<file path="src/rtl/irq_agg_pkg.sv">
// Shared constants for the interrupt level aggregator: window offsets,
// widths and the fixed map from request line to mask enable bit.
// Assumes the request line index is also its priority level.
package irq_agg_pkg;

    localparam int NUM_SRC = 13;
    localparam int DATA_W  = 16;
    localparam int ADDR_W  = 6;
    localparam int LVL_W   = 4;

    localparam logic [ADDR_W-1:0] OFF_MASK = 6'h00;
    localparam logic [ADDR_W-1:0] OFF_PWR  = 6'h30;
    localparam logic [ADDR_W-1:0] OFF_ID   = 6'h32;
    localparam logic [ADDR_W-1:0] OFF_OUT  = 6'h36;

    localparam logic [DATA_W-1:0] ID_VALUE = 16'h0010;

    // Mask bit that enables the request line of the given level.
    function automatic int en_bit_of(input int idx);
        case (idx)
            0:       return 11;
            1:       return 9;
            2:       return 8;
            3:       return 12;
            4:       return 10;
            5:       return 6;
            6:       return 5;
            7:       return 4;
            8:       return 7;
            9:       return 14;
            10:      return 13;
            11:      return 0;
            12:      return 15;
            default: return 0;
        endcase
    endfunction

endpackage

</file>
<file path="src/rtl/irq_agg_regs.sv">
// Register window of the aggregator: mask, output port, constant
// identification word and power-off control. Assumes single-cycle
// 16-bit accesses; read data is registered and returned next cycle.
module irq_agg_regs #(
    parameter int DATA_W = irq_agg_pkg::DATA_W,
    parameter int ADDR_W = irq_agg_pkg::ADDR_W
) (
    input  logic              clk,
    input  logic              rst_n,
    input  logic              sel,
    input  logic              we,
    input  logic [ADDR_W-1:0] addr,
    input  logic [DATA_W-1:0] wdata,
    output logic [DATA_W-1:0] rdata,
    output logic [DATA_W-1:0] mask_q,
    output logic [DATA_W-1:0] port_q,
    output logic              shut_q
);
    import irq_agg_pkg::*;

    logic              wr_en;
    logic              rd_en;
    logic [DATA_W-1:0] rd_mux;

    assign wr_en = sel && we;
    assign rd_en = sel && !we;

    // Select the read value for the addressed offset.
    always_comb begin
        case (addr)
            OFF_MASK: rd_mux = mask_q;
            OFF_OUT:  rd_mux = port_q;
            OFF_ID:   rd_mux = ID_VALUE;
            default:  rd_mux = '0;
        endcase
    end

    // Hold the mask and output-port registers.
    always_ff @(posedge clk) begin
        if (!rst_n) begin
            mask_q <= '0;
            port_q <= '0;
        end else if (wr_en) begin
            if (addr == OFF_MASK) mask_q <= wdata;
            if (addr == OFF_OUT)  port_q <= wdata;
        end
    end

    // Raise a one-cycle shutdown request on a qualifying power-off write.
    always_ff @(posedge clk) begin
        if (!rst_n) shut_q <= 1'b0;
        else        shut_q <= wr_en && (addr == OFF_PWR) && wdata[0];
    end

    // Register read data; zero after any non-read cycle.
    always_ff @(posedge clk) begin
        if (!rst_n)     rdata <= '0;
        else if (rd_en) rdata <= rd_mux;
        else            rdata <= '0;
    end

endmodule

</file>
<file path="src/rtl/irq_agg_qual.sv">
// Qualifies each request line with its scattered mask enable bit.
// Assumes the map from line to bit in irq_agg_pkg fits inside MASK_W.
module irq_agg_qual #(
    parameter int NUM_SRC = irq_agg_pkg::NUM_SRC,
    parameter int MASK_W  = irq_agg_pkg::DATA_W
) (
    input  logic [NUM_SRC-1:0] src,
    input  logic [MASK_W-1:0]  mask,
    output logic [NUM_SRC-1:0] qual
);
    // One AND gate per line, picking its own enable bit.
    for (genvar g = 0; g < NUM_SRC; g++) begin : g_src
        localparam int EB = irq_agg_pkg::en_bit_of(g);
        assign qual[g] = src[g] & mask[EB];
    end

endmodule

</file>
<file path="src/rtl/irq_agg_prio.sv">
// Finds the lowest qualifying level and registers its inverse as the
// output code. Assumes NUM_SRC is below 2**LVL_W so the idle level
// (all ones) never collides with a real level.
module irq_agg_prio #(
    parameter int NUM_SRC = irq_agg_pkg::NUM_SRC,
    parameter int LVL_W   = irq_agg_pkg::LVL_W
) (
    input  logic               clk,
    input  logic               rst_n,
    input  logic [NUM_SRC-1:0] qual,
    output logic [LVL_W-1:0]   code_q
);
    localparam logic [LVL_W-1:0] IDLE_LVL = '1;

    logic [LVL_W-1:0] win_lvl;

    // Scan from the highest level down so the lowest qualifier wins.
    always_comb begin
        win_lvl = IDLE_LVL;
        for (int i = NUM_SRC - 1; i >= 0; i--) begin
            if (qual[i]) win_lvl = LVL_W'(i);
        end
    end

    // Register the inverted winning level.
    always_ff @(posedge clk) begin
        if (!rst_n) code_q <= '0;
        else        code_q <= ~win_lvl;
    end

endmodule

</file>
<file path="src/rtl/irq_level_agg.sv">
// Top of the interrupt level aggregator: register window, per-line
// qualification and priority encoding. Assumes a single clock and a
// synchronous active-low reset.
module irq_level_agg #(
    parameter int NUM_SRC = irq_agg_pkg::NUM_SRC,
    parameter int DATA_W  = irq_agg_pkg::DATA_W,
    parameter int ADDR_W  = irq_agg_pkg::ADDR_W,
    parameter int LVL_W   = irq_agg_pkg::LVL_W
) (
    input  logic               clk,
    input  logic               rst_n,
    input  logic               bus_sel,
    input  logic               bus_we,
    input  logic [ADDR_W-1:0]  bus_addr,
    input  logic [DATA_W-1:0]  bus_wdata,
    output logic [DATA_W-1:0]  bus_rdata,
    input  logic [NUM_SRC-1:0] src_req,
    output logic [LVL_W-1:0]   irl_code,
    output logic [DATA_W-1:0]  out_port,
    output logic               shutdown_req
);
    logic [DATA_W-1:0]  mask_q;
    logic [NUM_SRC-1:0] qual;

    irq_agg_regs #(.DATA_W(DATA_W), .ADDR_W(ADDR_W)) u_regs (
        .clk    (clk),
        .rst_n  (rst_n),
        .sel    (bus_sel),
        .we     (bus_we),
        .addr   (bus_addr),
        .wdata  (bus_wdata),
        .rdata  (bus_rdata),
        .mask_q (mask_q),
        .port_q (out_port),
        .shut_q (shutdown_req)
    );

    irq_agg_qual #(.NUM_SRC(NUM_SRC), .MASK_W(DATA_W)) u_qual (
        .src  (src_req),
        .mask (mask_q),
        .qual (qual)
    );

    irq_agg_prio #(.NUM_SRC(NUM_SRC), .LVL_W(LVL_W)) u_prio (
        .clk    (clk),
        .rst_n  (rst_n),
        .qual   (qual),
        .code_q (irl_code)
    );

endmodule

</file>
<file path="config.mk">
export PLATFORM = sky130hd
export DESIGN_NAME = irq_level_agg
export DESIGN_NICKNAME = d
export VERILOG_FILES = /design/src/rtl/irq_agg_pkg.sv /design/src/rtl/irq_agg_regs.sv /design/src/rtl/irq_agg_qual.sv /design/src/rtl/irq_agg_prio.sv /design/src/rtl/irq_level_agg.sv
export SDC_FILE = /design/constraint.sdc
export NUM_CORES = 1
export LEC_CHECK = 0
export BUFFER_PORTS_ARGS = -buffer_cell sky130_fd_sc_hd__buf_2
export CORE_ASPECT_RATIO = 1.4
export CORE_MARGIN = 2
export CORE_UTILIZATION = 45
export CTS_CLUSTER_DIAMETER = 150
export CTS_CLUSTER_SIZE = 12
export DETAILED_ROUTE_END_ITERATION = 8
export PLACE_DENSITY = 0.78
export SYNTH_ARGS = -nofsm -noshare
export SYNTH_HDL_FRONTEND = slang
export SYNTH_SLANG_ARGS = --single-unit
</file>
<file path="constraint.sdc">
create_clock -name clk -period 2.7 [get_ports clk]
set_clock_uncertainty 0.1 [all_clocks]
set_input_delay 0.54 -clock clk [delete_from_list [all_inputs] [get_ports clk]]
set_output_delay 0.54 -clock clk [all_outputs]
set_load 0.005 [all_outputs]
</file>
==> results.md, run 1 <==
* Outcome: complete, no violations
* # setup viols final at 0
* Post-CTS Setup Bufs at 0
* RSZ-0062 raised after global routing: false
* Grt ovf at 0
* WS Path Type: input pin to flip-flop
* Antenna cells at 0
* Root Driver: clkbuf_8
* Leakage at 0.00122 µW
* Initial Util at 45.9%
* YS warnings at 0
* Sequential element share of the synthesized area at 51.8%
* Num Clock Sinks at 53
* Total track usage at 20.3%
* CTS max path bufs at 2
* Final Hold Vio Count at 0
* Peak VDD IR at 0.318 mV
* Antenna violations before repair at 0
* Post-Synthesis Cells at 228
* Core area at 0.00446 mm²
* Post-route clock period utilization at 77.1%
* Maximum clock rate at 480 MHz
* # fillers at 414
* Yosys top cell area share at 51.8%
* Commonest cells after routing, fill and taps aside: buf_2 (75), dfxtp_1 (53), nor2_1 (36)
* Final non-filler cell area at 0.00257 mm²
* Setup WS pre-CTS at 0.295 ns
* Clock-pin slew on the worst setup and hold paths at 0.09 ns
* CP Data Required Time at 2.78 ns
* Reg2reg path depth at 4
* Std cell rows at 29
* Htree depth at 2
* Fin. max-slew vios at 0
* Global-route wire length before repair at 7.91 mm
* CTS tree: done
* Layout area overhead at 25.7%
* Commonest non-fill, non-tap cell in the layout: buf_2
* CP endpoint: u_regs.mask_q[9]
* Share of layout cells above drive strength 1 at 29.9%
* Total power at 1400 µW
* Worst setup SP type: input pin
* Worst-skew pair later-pin latency at 0.30 ns
* Crit path capture type: flip-flop
* Cell taking the most area after synthesis: dfxtp_1
* Ports at 76
* Top FF cell, synth: dfxtp_1
* WL/cell at 13.2 µm
* Drt total wl at 4.78 mm
* CTS Buf Count at 5
* Tmin final at 2.08 ns
* DP Area at 0.00245 mm²
* Syn_nets at 267
* Final core occ at 57.7%
* Worst slew pin tran at 1.07 ns
* Setup slack, reg-to-reg at 1.32 ns
* Die ar. at 0.00511 mm²
* Max FO, Critical Path at 16
* Die height at 83.8 µm
* Cell variety after synth at 30
* Detailed placement HPWL at 3.52 mm
* Nets at 339
* Pwr dens at 543 mW/mm²
* Critical Path AT at 2.17 ns
* Area contributors post-synth: dfxtp_1 (52%), mux2i_1 (7.8%), a22oi_1 (6.6%)
* Largest net degree at the start of global routing at 35
* Via density per instance at 5.13
* Tightest Hold Check Type: input pin to flip-flop
* Via count at 1864
* Mapped Area at 0.00205 mm²
* Syn avg cell area at 8.98 µm²
* Reg2Reg Capture Point: u_prio.code_q[1]
* DRT Pass-1 Iters at 5
* Post-synth EDFFs at 0
* Final GP Congestion at 0.877
* Final WS setup at 0.617 ns
* # resized after CTS at 0
* Slew HR at 28.3%
* Vias in the first global route at 1716
* Ys async rst share at 0%
* Worst r2r src: u_regs.mask_q[4]
* CTS Hold Bufs at 0
* Post-route ant nets at 0
* Residual DRC count at 0
* Max_cap viols at 0
* DRT iter0 DRCs at 62
* Synthesized flop and latch total at 53
* CP startpoint: bus_addr[1]
* Die width at 61 µm
* Setup_tns at 0 ns
* Port bufs at 75
-- per-layer routing --
layer | global-route usage (%) | routed length, µm
met2 | 31.6 | 2350
met4 | 8.89 | 105
met3 | 4.65 | 286
met1 | 26.3 | 2040
met5 | 0 | 0
-- power breakdown --
part	switching, µW	leakage, µW	internal (µW)
clock	244	0.0000574	301
sequential	0.985	0.000427	782
combinational	39.7	0.000738	29.1
-- cell type report --
type	instances	area (µm²)	area share (%)
sequential	53	1060	41.2
multi-input combinational	159	902	35.1
timing repair buffer	79	405	15.8
clock buffer	6	82.6	3.21
tap	62	77.6	3.01
clock inverter	2	37.5	1.46
inverter	2	7.51	0.292
-- worst min-delay path by stage --
| stage | endpoint | slack (ns) | depth (start not counted) | start |
|---|---|---|---|---|
| floorplan | u_regs.mask_q[1] | 0.36 | 2 | u_regs.mask_q[1] |
| global placement | u_regs.port_q[4] | 0.37 | 2 | u_regs.port_q[4] |
| detailed placement | u_regs.port_q[5] | 0.37 | 2 | u_regs.port_q[5] |
| CTS | u_regs.port_q[3] | 0.38 | 3 | bus_wdata[3] |
| global route | u_regs.mask_q[10] | 0.39 | 3 | bus_wdata[10] |
| finish | u_regs.mask_q[1] | 0.39 | 3 | bus_wdata[1] |
-- kinds of logic after synthesis --
logic type             after synthesis  share of synthesized area [%]
buffers and inverters               16                           4.10
DFF                                 53                           51.8
AOI/OAI and AO/OA                   49                           15.7
and+or+nand+nor                     94                           20.5
muxes                               16                           7.82
-- critical path: stages --
cell	delay [ns]
buf_2	0.12
or4_4	0.53
or4b_1	0.47
buf_4	0.24
mux2i_1	0.20
nor2_1	0.05
-- metrics by stage --
step / hold WS [ns] / cells
4_1_cts: 0.378 / 363
3_3_place_gp: 0.367 / 355
5_1_grt: 0.386 / 363
3_5_place_dp: 0.374 / 355
2_1_floorplan: 0.364 / 228
6_report: 0.386 / 363
-- synthesized netlist by cell type (2+ instances only) --
cell and count:
dfxtp_1 53, nor2_1 36, nand2_1 27, nand3_1 22, a22oi_1 18, o21ai_0 18
mux2i_1 16, clkbuf_1 10, a31oi_1 3, a21oi_1 2, a22o_1 2, and2_1 2
buf_1 2
-- flip-flops by register name (all words and copies together) (netlist names) --
signal	count
u_regs.rdata	16
u_regs.port_q	16
u_prio.code_q	4
u_regs.shut_q	1
u_regs.mask_q	16
(Power assumes the default switching activity.)
==> inputs of run 2 (changes only) <==
==> constraint.sdc (replaced) <==
create_clock -name clk -period 2 [get_ports clk]
set_clock_uncertainty 0.1 [all_clocks]
set_input_delay 0.4 -clock clk [delete_from_list [all_inputs] [get_ports clk]]
set_output_delay 0.4 -clock clk [all_outputs]
set_load 0.005 [all_outputs]
==> results.md, run 2 (synthesis gave the netlist of run 1 again) <==
* Outcome: complete, no violations
* Critical Path AT at 1.99 ns (-0.18 ns)
* Peak VDD IR at 0.602 mV (+89%)
* Slew HR at 67.1% (+39 points)
* DRT Pass-1 Iters at 5 (unchanged)
* Worst setup SP type: input pin
* Post-route ant nets at 0 (unchanged)
* DRT iter0 DRCs at 73 (+18%)
* Fin. max-slew vios at 0 (unchanged)
* Non-Filler Instances at 368 (+1.4%)
* Crit-path max cell delay at 0.52 ns (about the same)
* Grt ovf at 0 (unchanged)
* # setup viols final at 0 (unchanged)
* Total track usage at 19.5% (-0.82 points)
* Htree depth at 2 (unchanged)
* Die height at 83.8 µm (unchanged)
* Pwr dens at 723 mW/mm² (+33%)
* Buf/Inv on CP at 2 (unchanged)
* Std cell rows at 29 (unchanged)
* WS Path Type: input pin to flip-flop
* Combinational power share at 5.1% (+0.2 points)
* Psw at 381 µW (+34%)
* Via density per instance at 5.10 (-0.62%)
* Antenna cells at 0 (unchanged)
* Post-CTS Setup Bufs at 0 (unchanged)
* Largest net degree at the start of global routing at 33 (-5.7%)
* RSZ-0062 raised after global routing: false
* Commonest cells after routing, fill and taps aside: buf_2 (75), dfxtp_1 (53), nor2_1 (36)
* Detailed placement HPWL at 3.72 mm (+5.4%)
* Final non-filler cell area at 0.00261 mm² (+1.5%)
* Final core occ at 58.5% (+0.84 points)
* Via count at 1878 (+0.75%)
* Sw frac at 20.2% (-0.20 points)
* Die width at 61 µm (unchanged)
* CP startpoint: bus_addr[1]
* Worst-skew pair later-pin latency at 0.30 ns (about the same)
* Hold Slack at 0.246 ns (-0.140 ns)
* Crit path cell chain: buf_2 > or4_4 > or4b_1 > buf_6 > mux2i_1 > nor2_1
* Top Registers: u_regs.mask_q x16, u_regs.port_q x16, u_regs.rdata x16
* CTS Buf Count at 5 (unchanged)
* Worst slew pin tran at 0.487 ns (-0.581 ns)
* Cell family with the largest share of critical-path delay: simple AND/OR/NAND/NOR gates
* CTS Hold Bufs at 0 (unchanged)
* Maximum clock rate at 525 MHz
* Clock power frac at 38.9% (about the same)
* Hold Crit Start: bus_wdata[12]
* Placed Instances at 360 (+1.4%)
* Tightest Hold Check Type: input pin to flip-flop
* Worst r2r src: u_regs.mask_q[5]
* Post-route clock period utilization at 95.3%
* Ports at 76 (unchanged)
* Global-route wire length before repair at 7.48 mm (-5.4%)
* Vias in the first global route at 1662 (-3.1%)
* Layout area overhead at 27.6%
* Drt total wl at 4.93 mm (+3.0%)
* CTS tree: done
* Sequential Power Share at 56.0% (about the same)
* Antenna violations before repair at 0 (unchanged)
* DP Area at 0.00249 mm² (+1.5%)
* Setup WS pre-CTS at -0.234 ns (-0.529 ns)
* Nets at 344 (+1.5%)
* Initial Util at 45.9% (unchanged)
* Die ar. at 0.00511 mm² (unchanged)
* WL/cell at 13.4 µm (+1.6%)
* Final GP Congestion at 0.851 (-3.0%)
* Clock-pin slew on the worst setup and hold paths at 0.08 ns (about the same)
* Num Clock Sinks at 53 (unchanged)
* Commonest non-fill, non-tap cell in the layout: buf_2
* Crit-path slowest cell: or4_4
* # resized after CTS at 0 (unchanged)
* Setup slack, reg-to-reg at 0.62 ns (-0.70 ns)
* Root Driver: clkbuf_8
* CTS max path bufs at 2 (unchanged)
* Port bufs at 75 (unchanged)
* Final WS setup at 0.0937 ns (-0.523 ns)
* Max FO, Critical Path at 16 (unchanged)
* Max_cap viols at 0 (unchanged)
* Final Hold Vio Count at 0 (unchanged)
* Crit path capture type: flip-flop
* Core area at 0.00446 mm² (unchanged)
* Residual DRC count at 0 (unchanged)
* Internal power at 1510 µW (+36%)
* CP Data Required Time at 2.09 ns (-0.69 ns)
* Leakage at 0.00125 µW (+2.0%)
* Share of layout cells above drive strength 1 at 30.7% (+0.82 points)
* Tmin final at 1.91 ns
==> run 2: changes by cell type in the layout (fill, tap and decap cells not counted), sizes merged <==
cell	change
clkinvlp	-1
buf	+5
clkbuf	+1
==> run 2: per-stage QoR <==
| step | power (µW) | TNS (ns) |
|---|---|---|
| after floorplan | 1120 | -1.05 |
| after global placement | 1180 | -3.05 |
| after detailed placement | 1180 | -3.53 |
| after CTS | 1900 | 0 |
| after global routing | 1950 | 0 |
| final | 1890 | 0 |
==> run 2: area by class of cell <==
| class | count | area, µm² |
|---|---|---|
| Clock inverter | 1 | 30.0 |
| Timing Repair Buffer | 84 | 447 |
| Tap cell | 62 | 77.6 |
| Multi-Input combinational cell | 159 | 902 |
| Sequential cell | 53 | 1060 |
| Fill cell | 420 | 1850 |
| Clock buffer | 7 | 86.3 |
| Inverter | 2 | 7.51 |
==> run 2: worst paths after layout <==
| kind | end | cells after the start |
|---|---|---|
| worst max-delay path | u_regs.mask_q[10] | 6 |
| worst min-delay path | u_regs.port_q[12] | 3 |
| worst max register to register | u_prio.code_q[1] | 4 |
| worst min register to register | u_regs.port_q[14] | 2 |
==> run 2: tightest hold or removal path: cells and delay by family <==
family | cells | cell delay, ns
buffers and inverters | 1 | 0.10
AOI/OAI and AO/OA | 1 | 0.06
and+or+nand+nor | 1 | 0.04
==> run 2: routing by layer <==
layer	wire length, µm	global-route usage, %	vias to the layer above
met5	0	0	-
met4	65	6.72	0
met3	301	4.50	6
met2	2430	31.1	59
met1	2130	25.4	857
li1	-	-	956
==> run 2: power groups by stage <==
stage / logic, µW / registers, µW / clock network [µW]
2_1_floorplan: 33.2 / 1080 / 0
6_report: 97.2 / 1060 / 734
5_1_grt: 107 / 1060 / 782
3_3_place_gp: 95.2 / 1080 / 0
3_5_place_dp: 96.6 / 1080 / 0
4_1_cts: 96.9 / 1060 / 743
==> inputs of run 3 (changes only) <==
--- a/config.mk
+++ b/config.mk
@@ -8,11 +8,11 @@
 export BUFFER_PORTS_ARGS = -buffer_cell sky130_fd_sc_hd__buf_2
 export CORE_ASPECT_RATIO = 1.4
 export CORE_MARGIN = 2
-export CORE_UTILIZATION = 45
+export CORE_UTILIZATION = 48
 export CTS_CLUSTER_DIAMETER = 150
 export CTS_CLUSTER_SIZE = 12
 export DETAILED_ROUTE_END_ITERATION = 8
-export PLACE_DENSITY = 0.78
+export PLACE_DENSITY = 0.82
 export SYNTH_ARGS = -nofsm -noshare
 export SYNTH_HDL_FRONTEND = slang
 export SYNTH_SLANG_ARGS = --single-unit
==> results.md, run 3 (synthesis gave the netlist of run 1 again) <==
* Nets at 346 (+0.58%)
* # resized after CTS at 0 (unchanged)
* Setup WS pre-CTS at -0.200 ns (+0.0340 ns)
* Tightest Hold Check Type: input pin to flip-flop
* Post-route ant nets at 0 (unchanged)
* Combinational power share at 5.3% (+0.2 points)
* Antenna cells at 0 (unchanged)
* Die height at 81.3 µm (-3.0%)
* Core area at 0.00417 mm² (-6.6%)
* Max FO, Critical Path at 16 (unchanged)
* Post-CTS Setup Bufs at 0 (unchanged)
* Peak VDD IR at 0.558 mV (-7.3%)
* # setup viols final at 0 (unchanged)
* Commonest non-fill, non-tap cell in the layout: buf_2
* Pwr dens at 717 mW/mm² (-0.87%)
* Total power at 1870 µW (-1.1%)
* Layout area overhead at 27.3%
* Worst setup SP type: input pin
* # fillers at 359 (-15%)
* CP Data Required Time at 2.10 ns (about the same)
* Largest net degree at the start of global routing at 35 (+6.1%)
* Leakage at 0.00126 µW (+0.84%)
* Num Clock Sinks at 53 (unchanged)
* WL/cell at 14.0 µm (+4.8%)
* WS Path Type: input pin to flip-flop
* RSZ-0062 raised after global routing: false
* Grt ovf at 0 (unchanged)
* CTS Hold Bufs at 0 (unchanged)
* Internal power at 1470 µW (-2.4%)
* Outcome: complete, no violations
* Initial Util at 49.1% (+3.2 points)
* Maximum clock rate at 531 MHz (+1.3%)
* Fin. max-slew vios at 0 (unchanged)
* Psw at 397 µW (+4.1%)
* Ports at 76 (unchanged)
* Vias in the first global route at 1735 (+4.4%)
* Multi-input logic area at 902 µm² (unchanged)
* Post-route clock period utilization at 94.1% (-1.2 points)
* CTS tree: done
* Share of layout cells above drive strength 1 at 31.3% (+0.55 points)
* Max_cap viols at 0 (unchanged)
* Crit-path max cell delay at 0.53 ns (about the same)
* Drt total wl at 4.94 mm (+0.26%)
* Final WS setup at 0.118 ns (+0.0244 ns)
* Crit path cell chain: buf_2 > or4_4 > or4b_1 > buf_12 > mux2i_1 > nor2_1
* Total track usage at 21.7% (+2.2 points)
* Detailed placement HPWL at 3.72 mm (+0.16%)
* Final GP Congestion at 0.849 (-0.26%)
* Via count at 1917 (+2.1%)
* Htree depth at 2 (unchanged)
* Via density per instance at 5.45 (+6.7%)
* DRT Pass-1 Iters at 5 (unchanged)
* Worst-skew pair later-pin latency at 0.31 ns (about the same)
* Crit path capture type: flip-flop
* Antenna violations before repair at 0 (unchanged)
* Commonest cells after routing, fill and taps aside: buf_2 (75), dfxtp_1 (53), nor2_1 (36)
* Worst slew pin tran at 0.526 ns (+0.0384 ns)
* Final Hold Vio Count at 0 (unchanged)
* Setup_tns at 0 ns (unchanged)
* Die width at 59.2 µm (-3.0%)
* Root Driver: clkbuf_8
* Placed Instances at 345 (-4.2%)
* CTS max path bufs at 2 (unchanged)
* Sw frac at 21.2% (+1.1 points)
* Cell family with the largest share of critical-path delay: simple AND/OR/NAND/NOR gates
* DRT iter0 DRCs at 58 (-21%)
* Die ar. at 0.00481 mm² (-5.9%)
* Buf/Inv on CP at 2 (unchanged)
* Clock-pin slew on the worst setup and hold paths at 0.09 ns (about the same)
* Global-route wire length before repair at 7.84 mm (+4.8%)
* Sequential Power Share at 56.6% (+0.6 points)
* Critical Path AT at 1.98 ns (about the same)
* CTS Buf Count at 5 (unchanged)
* Register area at 0.00106 mm² (unchanged)
* Non-Filler Instances at 352 (-4.3%)
* Crit-path slowest cell: or4b_1
* Residual DRC count at 0 (unchanged)
* Port bufs at 75 (unchanged)
* Slew HR at 64.5% (-2.6 points)
* Clock power frac at 38.0% (-0.9 points)
* Top Registers: u_regs.mask_q x16, u_regs.port_q x16, u_regs.rdata x16
* Tmin final at 1.88 ns (-0.0244 ns)
* Std cell rows at 28 (-3.4%)
## run 3: cell count changes in the layout (fill, tap and decap cells not counted)
cell,change
inv_6,+1
clkbuf_8,-1
buf_6,-1
clkbuf_1,-1
buf_12,+1
buf_4,+2
## run 3: area by class of cell
class	count	share of cell area, %
clock inverter	2	1.49
inverter	2	0.288
timing repair buffer	86	18.1
multi-input combinational	159	34.6
clock buffer	5	2.64
tap	45	2.16
sequential	53	40.7
## run 3: power by group through the flow
stage	sequential, µW	combinational [µW]	clock, µW
3_3_place_gp	1080	96.4	0
6_report	1060	99.6	711
5_1_grt	1060	110	760
4_1_cts	1060	99.2	719
3_5_place_dp	1080	99.0	0
2_1_floorplan	1080	33.2	0
## run 3: final timing paths
check	start	end	slack, ns	cells after the start
max reg2reg	u_regs.mask_q[4]	u_prio.code_q[1]	0.65	4
min reg2reg	u_regs.port_q[3]	u_regs.port_q[3]	0.39	2
max	bus_addr[1]	u_regs.mask_q[14]	0.12	6
min	bus_wdata[3]	u_regs.port_q[3]	0.24	3
## run 3: through the flow
stage | cell area, µm² | utilization [%] | hold WS (ns)
2_1_floorplan | 2050 | - | 0.364
3_3_place_gp | 2500 | 59.9 | 0.368
3_5_place_dp | 2500 | 59.9 | 0.382
4_1_cts | 2610 | 62.5 | 0.234
5_1_grt | 2610 | 62.5 | 0.246
6_report | 2610 | 62.5 | 0.236
## run 3: worst register-to-register path, stage by stage, from the launching register on
cell      delay [ns]
dfxtp_1         0.36
a22o_1          0.21
a222oi_1        0.28
o21ai_0         0.14
a31oi_1         0.19
## run 3: metal layers
| metal | vias up | GRT usage [%] | wire (µm) |
|---|---|---|---|
| li1 | 958 | - | - |
| met1 | 886 | 26.4 | 2060 |
| met2 | 63 | 35.6 | 2480 |
| met3 | 10 | 5.41 | 260 |
| met4 | 0 | 9.77 | 138 |
| met5 | - | 0 | 0 |
